[config.mk]
export PLATFORM = sky130hd
export DESIGN_NAME = dcache_wb
export DESIGN_NICKNAME = d
export VERILOG_FILES = /design/src/rtl/dcache_pkg.sv /design/src/rtl/dcache_ctrl.sv /design/src/rtl/dcache_tags.sv /design/src/rtl/dcache_lines.sv /design/src/rtl/dcache_wb.sv
export SDC_FILE = /design/constraint.sdc
export NUM_CORES = 1
export LEC_CHECK = 0
export ABC_AREA = 1
export BUFFER_PORTS_ARGS = -buffer_cell sky130_fd_sc_hd__buf_2
export CORE_ASPECT_RATIO = 0.75
export CORE_UTILIZATION = 49
export CTS_CLUSTER_DIAMETER = 200
export DETAILED_ROUTE_END_ITERATION = 8
export GPL_TIMING_DRIVEN = 0
export PLACE_DENSITY = 0.68
export SLEW_MARGIN = 20
export SYNTH_ARGS = -nofsm -noshare
export SYNTH_HDL_FRONTEND = slang
export SYNTH_SLANG_ARGS = --single-unit
[constraint.sdc]
create_clock -name clk -period 7.5 [get_ports clk]
set_clock_uncertainty 0.2 [all_clocks]
set_input_delay 1.125 -clock clk [delete_from_list [all_inputs] [get_ports clk]]
set_output_delay 1.125 -clock clk [all_outputs]
set_load 0.02 [all_outputs]
[src/rtl/dcache_pkg.sv]
package dcache_pkg;
  // Miss sequencer states; the order of service is write-back then refill.
  typedef enum logic [1:0] {
    MS_IDLE  = 2'd0,
    MS_EVICT = 2'd1,
    MS_FILL  = 2'd2
  } miss_state_e;
endpackage

[src/rtl/dcache_ctrl.sv]
module dcache_ctrl
  import dcache_pkg::*;
(
  input  logic        clk,
  input  logic        rst,
  input  logic        lookup_miss,
  input  logic        victim_dirty,
  input  logic        evict_ack,
  input  logic        fill_ack,
  output miss_state_e state
);
  always_ff @(posedge clk) begin
    if (rst) begin
      state <= MS_IDLE;
    end else begin
      unique case (state)
        MS_IDLE:  if (lookup_miss) state <= victim_dirty ? MS_EVICT : MS_FILL;
        MS_EVICT: if (evict_ack) state <= MS_FILL;
        MS_FILL:  if (fill_ack) state <= MS_IDLE;
        default:  state <= MS_IDLE;
      endcase
    end
  end
endmodule

[src/rtl/dcache_tags.sv]
module dcache_tags #(
  parameter int IDX_W = 3,
  parameter int TAG_W = 26,
  localparam int SETS = 1 << IDX_W
) (
  input  logic             clk,
  input  logic             rst,
  input  logic [IDX_W-1:0] rd_idx,
  output logic [TAG_W-1:0] rd_tag,
  output logic             rd_valid,
  output logic             rd_dirty,
  input  logic             wr_en,
  input  logic [IDX_W-1:0] wr_idx,
  input  logic [TAG_W-1:0] wr_tag,
  input  logic             wr_valid,
  input  logic             wr_dirty
);
  logic [SETS-1:0]  valid_vec;
  logic [SETS-1:0]  dirty_vec;
  logic [TAG_W-1:0] tag_vec [SETS];

  for (genvar s = 0; s < SETS; s++) begin : g_set
    logic             v_q;
    logic             d_q;
    logic [TAG_W-1:0] t_q;
    always_ff @(posedge clk) begin
      if (rst) begin
        v_q <= 1'b0;
        d_q <= 1'b0;
      end else if (wr_en && wr_idx == IDX_W'(s)) begin
        v_q <= wr_valid;
        d_q <= wr_dirty;
        t_q <= wr_tag;
      end
    end
    assign valid_vec[s] = v_q;
    assign dirty_vec[s] = d_q;
    assign tag_vec[s]   = t_q;
  end

  assign rd_valid = valid_vec[rd_idx];
  assign rd_dirty = dirty_vec[rd_idx];
  assign rd_tag   = tag_vec[rd_idx];
endmodule

[src/rtl/dcache_lines.sv]
module dcache_lines #(
  parameter int IDX_W  = 3,
  parameter int LINE_W = 64,
  localparam int SETS  = 1 << IDX_W
) (
  input  logic              clk,
  input  logic [IDX_W-1:0]  rd_idx,
  output logic [LINE_W-1:0] rd_line,
  input  logic              wr_en,
  input  logic [IDX_W-1:0]  wr_idx,
  input  logic [LINE_W-1:0] wr_line
);
  logic [LINE_W-1:0] store_q [SETS];

  always_ff @(posedge clk) begin
    if (wr_en) store_q[wr_idx] <= wr_line;
  end

  assign rd_line = store_q[rd_idx];
endmodule

[src/rtl/dcache_wb.sv]
module dcache_wb
  import dcache_pkg::*;
#(
  parameter int ADDR_W    = 32,
  parameter int DATA_SIZE = 2,
  parameter int LINE_SIZE = 3,
  parameter int IDX_W     = 3,
  localparam int WORD_W   = 8 << DATA_SIZE,
  localparam int LINE_W   = 8 << LINE_SIZE,
  localparam int STRB_W   = WORD_W / 8,
  localparam int OFF_W    = LINE_SIZE,
  localparam int WSEL_W   = LINE_SIZE - DATA_SIZE,
  localparam int TAG_W    = ADDR_W - OFF_W - IDX_W,
  localparam int WADDR_W  = ADDR_W - DATA_SIZE
) (
  input  logic              clk,
  input  logic              rst,
  input  logic              stalled,
  output logic              stall,
  input  logic              cpu_valid,
  input  logic [ADDR_W-1:0] cpu_addr,
  input  logic [STRB_W-1:0] cpu_wstrb,
  input  logic [WORD_W-1:0] cpu_wdata,
  output logic [WORD_W-1:0] cpu_rdata,
  output logic              cpu_fault,
  output logic [ADDR_W-1:0] fill_req_addr,
  output logic              fill_req_valid,
  input  logic [LINE_W-1:0] fill_rsp_data,
  input  logic              fill_rsp_fault,
  input  logic              fill_rsp_valid,
  output logic [ADDR_W-1:0] evict_req_addr,
  output logic [LINE_W-1:0] evict_req_data,
  output logic              evict_req_valid,
  input  logic              evict_rsp_valid
);
  // ---- arithmetic helpers ----
  function automatic logic [WORD_W-1:0] pick_word(input logic [LINE_W-1:0] line,
                                                  input logic [WSEL_W-1:0] sel);
    return line[sel*WORD_W +: WORD_W];
  endfunction

  function automatic logic [LINE_W-1:0] merge_store(input logic [LINE_W-1:0] line,
                                                    input logic [WSEL_W-1:0] sel,
                                                    input logic [STRB_W-1:0] strb,
                                                    input logic [WORD_W-1:0] data);
    logic [LINE_W-1:0] res;
    res = line;
    for (int b = 0; b < STRB_W; b++) begin
      if (strb[b]) res[sel*WORD_W + b*8 +: 8] = data[b*8 +: 8];
    end
    return res;
  endfunction

  function automatic logic [ADDR_W-1:0] line_base(input logic [TAG_W-1:0] tag,
                                                  input logic [IDX_W-1:0] idx);
    return {tag, idx, {OFF_W{1'b0}}};
  endfunction

  // ---- request capture ----
  miss_state_e         state;
  logic [WADDR_W-1:0]  req_word_q;
  logic [STRB_W-1:0]   strb_q;
  logic [WORD_W-1:0]   wdata_q;
  logic [WADDR_W-1:0]  look_word;
  logic [IDX_W-1:0]    look_idx;
  logic [TAG_W-1:0]    look_tag;
  logic [WSEL_W-1:0]   look_sel;

  assign look_word = (state == MS_IDLE) ? cpu_addr[ADDR_W-1:DATA_SIZE] : req_word_q;
  assign look_sel  = look_word[WSEL_W-1:0];
  assign look_idx  = look_word[WSEL_W +: IDX_W];
  assign look_tag  = look_word[WADDR_W-1 -: TAG_W];

  // ---- storage ----
  logic [TAG_W-1:0]  rd_tag;
  logic              rd_valid, rd_dirty;
  logic [LINE_W-1:0] rd_line;
  logic              tag_wr_en, tag_wr_valid, tag_wr_dirty;
  logic              line_wr_en;
  logic [LINE_W-1:0] line_wr_data;

  dcache_tags #(.IDX_W(IDX_W), .TAG_W(TAG_W)) u_tags (
    .clk(clk), .rst(rst), .rd_idx(look_idx), .rd_tag(rd_tag),
    .rd_valid(rd_valid), .rd_dirty(rd_dirty), .wr_en(tag_wr_en),
    .wr_idx(look_idx), .wr_tag(look_tag), .wr_valid(tag_wr_valid),
    .wr_dirty(tag_wr_dirty)
  );

  dcache_lines #(.IDX_W(IDX_W), .LINE_W(LINE_W)) u_lines (
    .clk(clk), .rd_idx(look_idx), .rd_line(rd_line),
    .wr_en(line_wr_en), .wr_idx(look_idx), .wr_line(line_wr_data)
  );

  // ---- named events ----
  logic accept, tag_hit, hit_evt, miss_evt, store_now, store_q;
  logic evict_ack, fill_ack, fill_good;
  logic [LINE_W-1:0] hit_line, fill_line;

  assign accept    = cpu_valid && !stalled && (state == MS_IDLE);
  assign tag_hit   = rd_valid && (rd_tag == look_tag);
  assign hit_evt   = accept && tag_hit;
  assign miss_evt  = accept && !tag_hit;
  assign store_now = |cpu_wstrb;
  assign store_q   = |strb_q;
  assign evict_ack = (state == MS_EVICT) && evict_rsp_valid;
  assign fill_ack  = (state == MS_FILL) && fill_rsp_valid;
  assign fill_good = fill_ack && !fill_rsp_fault;

  assign hit_line  = merge_store(rd_line, look_sel, cpu_wstrb, cpu_wdata);
  assign fill_line = merge_store(fill_rsp_data, look_sel, strb_q, wdata_q);

  assign tag_wr_en    = (hit_evt && store_now) || fill_ack;
  assign tag_wr_valid = hit_evt || fill_good;
  assign tag_wr_dirty = hit_evt || (fill_good && store_q);
  assign line_wr_en   = (hit_evt && store_now) || fill_good;
  assign line_wr_data = hit_evt ? hit_line : fill_line;

  dcache_ctrl u_ctrl (
    .clk(clk), .rst(rst), .lookup_miss(miss_evt),
    .victim_dirty(rd_valid && rd_dirty), .evict_ack(evict_ack),
    .fill_ack(fill_ack), .state(state)
  );

  always_ff @(posedge clk) begin
    if (accept) begin
      req_word_q <= cpu_addr[ADDR_W-1:DATA_SIZE];
      strb_q     <= cpu_wstrb;
      wdata_q    <= cpu_wdata;
    end
  end

  always_ff @(posedge clk) begin
    if (rst) begin
      cpu_rdata <= '0;
      cpu_fault <= 1'b0;
    end else if (hit_evt) begin
      cpu_rdata <= pick_word(hit_line, look_sel);
      cpu_fault <= 1'b0;
    end else if (fill_ack) begin
      cpu_rdata <= pick_word(fill_line, look_sel);
      cpu_fault <= fill_rsp_fault;
    end
  end

  // ---- outputs ----
  assign stall           = (state != MS_IDLE);
  assign fill_req_valid  = (state == MS_FILL);
  assign fill_req_addr   = line_base(look_tag, look_idx);
  assign evict_req_valid = (state == MS_EVICT);
  assign evict_req_addr  = line_base(rd_tag, look_idx);
  assign evict_req_data  = rd_line;
endmodule

==> reports/qor.yml <==
timing:
  fin_tns_setup_ns: 0
  relSlewSlack_pct: 21.7
  fin_crit_sh_pct: 81.0
  finalSetupViolCount: 0
  worst_pin_slew_ns: 1.17
  final-hold-violation-count: 0
  report.final.slew_viol_count: 0
  fmax_ghz: 0.165
  whs_ns: 0.268
  post-route-min-period_ns: 6.07
  rsz0062_at_grt: "no"
synth:
  synth_edf_count: 786
  syn_inst: 3576
  synth.top_cell.area_share_pct: 63.8
  synthArstFlopShare_pct: 0
  synth_top_area_cell: "edfxtp_1"
  synthTopCellsByArea: "edfxtp_1, nand2_1, inv_1, nand3_1, o21ai_0"
  synthDistinctLibCells: 34
  yosysSeqAreaShare_pct: 66.6
  ys_warn_count: 0
  avgSynthCellArea_um2: 10.3
  mappedNetlistArea_mm2: 0.0370
  synth_ff_type: "edfxtp_1"
  ys_ff_latch: 837
finish:
  multiInputGateArea_mm2: 0.00941
  regArea_mm2: 0.0246
  layout.cells.most_common: "nand2_1"
  n_fill_cell: 6351
  drive_gt1_share_pct: 14.1
  layout_common_cells: "nand2_1, edfxtp_1, inv_1"
  final_net_count: 4121
  syn_to_final_growth_pct: 16.5
clocking:
  cts-buffers-inserted: 83
  path_clk_slew_ns: 0.06
  cts_tree: "done"
  clk-insertion-delay-late_ns: 0.66
  root_buffer: "clkbuf_16"
  cts_max_level: 3
  ctsHoldBuffers: 0
  cts_sinks: 837
  clockBufferDepth: 3
  ctsResizeCount: 0
  post_cts_buffers: 0
drt:
  drt_iter0_markers: 4043
  wire_per_inst_um: 24.2
  vias: 28500
  drc_errors: 0
  ant_nets: 0
  vias_per_cell: 5.68
  drt_pre_antenna_iters: 6
  wl_mm: 121
setup_path:
  critPathRequiredTime_ns: 6.17
  crit_fanout: 11
  path_class: "flop to primary output"
  r2r_start: "u_ctrl.state[1]"
  r2r_cells: 18
  worstPathArrival_ns: 4.75
  crit_path_end_kind: "primary output"
  worstSetupStartpointType: "flop"
  r2r-end: "u_lines.store_q[2][27]"
  cp_slowest_cell: "clkbuf_1"
  cpLargestDelayFamily: "buffers and inverters"
  critPathBufInv: 8
  cp_cell_sequence: "inv_1 -> nand2_2 -> buf_6 -> nand2_1 -> nand2_2 -> buf_4 -> buf_4 -> nor2_1 -> buf_2 -> clkbuf_1 -> nand2_1 -> nand4_1 -> o21ai_1 -> inv_1 -> buf_2"
  max_stage_delay_ns: 0.81
  r2r_slack_ns: 2.42
die:
  row_count: 86
  coreArea_mm2: 0.0740
  fp.dieH_um: 240
  pin_count: 303
  dieArea_mm2: 0.0766
  die_w_um: 319
  start_util_pct: 50.0
worst_hold_path:
  hold_path.class: "flop to flop"
  hold_path_depth: 2
  holdPathEnd: "cpu_fault"
  hp-start: "cpu_fault"
grt:
  antenna_found_initial: 9
  grt_pass1_vias: 26000
  overflow: 0
  grt_start_max_net_pins: 43
  grt_pass1_wl_mm: 173
  grt_use_total_pct: 31.4
run:
  cap_violations: 0
place:
  hpwl_mm: 85.2
  gp_congestion: 0.980
  io_buffers: 294
power_and_ir_drop:
  power.density_mw_per_mm2: 261
  peakVddDrop_uv: 197
  leakagePower_nw: 18.3
status:
  status: "completed"
==> worst min-delay path, stage by stage (launching register included) <==
cell and delay [ns]:
dfxtp_1 0.31, inv_1 0.05, a211oi_1 0.05
==> through the flow <==
step	power (mW)	util, %	worst slack, ns	std cells	area, um^2
finish	11.2	58.2	1.43	5020	43100
global route	11.5	58.2	1.33	5017	43100
global placement	6.92	53.6	-0.0514	4843	39700
CTS	11.2	58.2	1.59	5015	43100
detailed placement	6.94	54.4	1.74	4865	40300
floorplan	6.23	-	2.64	3581	37000
==> layout make-up <==
type	instances	share of cell area, %
Buffer	187	2.14
Clock buffer	96	5.03
Timing Repair Buffer	316	4.58
Clock inverter	54	1.45
Antenna cell	5	0.0290
Multi-Input combinational cell	1996	21.8
Inverter	561	4.94
Tap cell	968	2.81
Sequential cell	837	57.2
==> logic make-up after synthesis <==
| logic type | synth area share (%) |
|---|---|
| DFF | 66.6 |
| and+or+nand+nor | 17.6 |
| buffers and inverters | 8.18 |
| AOI/OAI and AO/OA | 7.62 |
| other | 0.0101 |
==> where the power goes <==
part	switching (mW)	internal, mW	total (mW)
logic	1.26	0.421	1.68
registers	0.0124	5.20	5.21
clock network	1.82	2.52	4.35
==> layer usage <==
metal	GRT usage, %	part of all wire (%)	up-vias
met5	0	0.034	-
met3	7.93	13	209
met1	46.5	42	13700
met4	9.59	3.1	6
li1	-	-	12800
met2	45.3	42	1787
==> Yosys cell counts (2+ instances only) <==
cell,instances
buf_4,30
edfxtp_1,786
inv_1,551
nand2_2,8
nand2_1,1000
a211oi_1,2
nor2_1,51
buf_2,54
buf_6,5
o21a_1,6
a22oi_1,167
nand3_1,300
buf_1,27
nor4_1,2
o21ai_1,7
clkbuf_1,71
clkinv_1,2
nand3b_1,16
o21ai_0,272
or2_2,6
nand4_1,62
inv_2,8
a21oi_1,17
dfxtp_1,51
and2_1,65
o22ai_1,2
==> how the worst max path moves through the flow <==
stage,start,to,slack [ns],depth (start not counted)
detailed placement,cpu_addr[4],evict_req_data[44],1.74,13
global placement,stalled,u_ctrl.state[0],-0.05,9
global route,u_ctrl.state[0],evict_req_data[30],1.33,15
CTS,u_ctrl.state[0],evict_req_data[16],1.59,15
floorplan,cpu_addr[3],u_lines.store_q[7][0],2.64,20
finish,u_ctrl.state[0],evict_req_data[23],1.43,15
==> registers in the layout (all words and copies together), names as in the netlist <==
register          cells
u_tags.g_set.d_q      8
cpu_rdata            32
cpu_fault             1
u_tags.g_set.v_q      8
strb_q                4
u_tags.g_set.t_q    208
u_lines.store_q     512
u_ctrl.state          2
req_word_q           30
wdata_q              32
No activity file was read; power rests on OpenSTA's default activity.
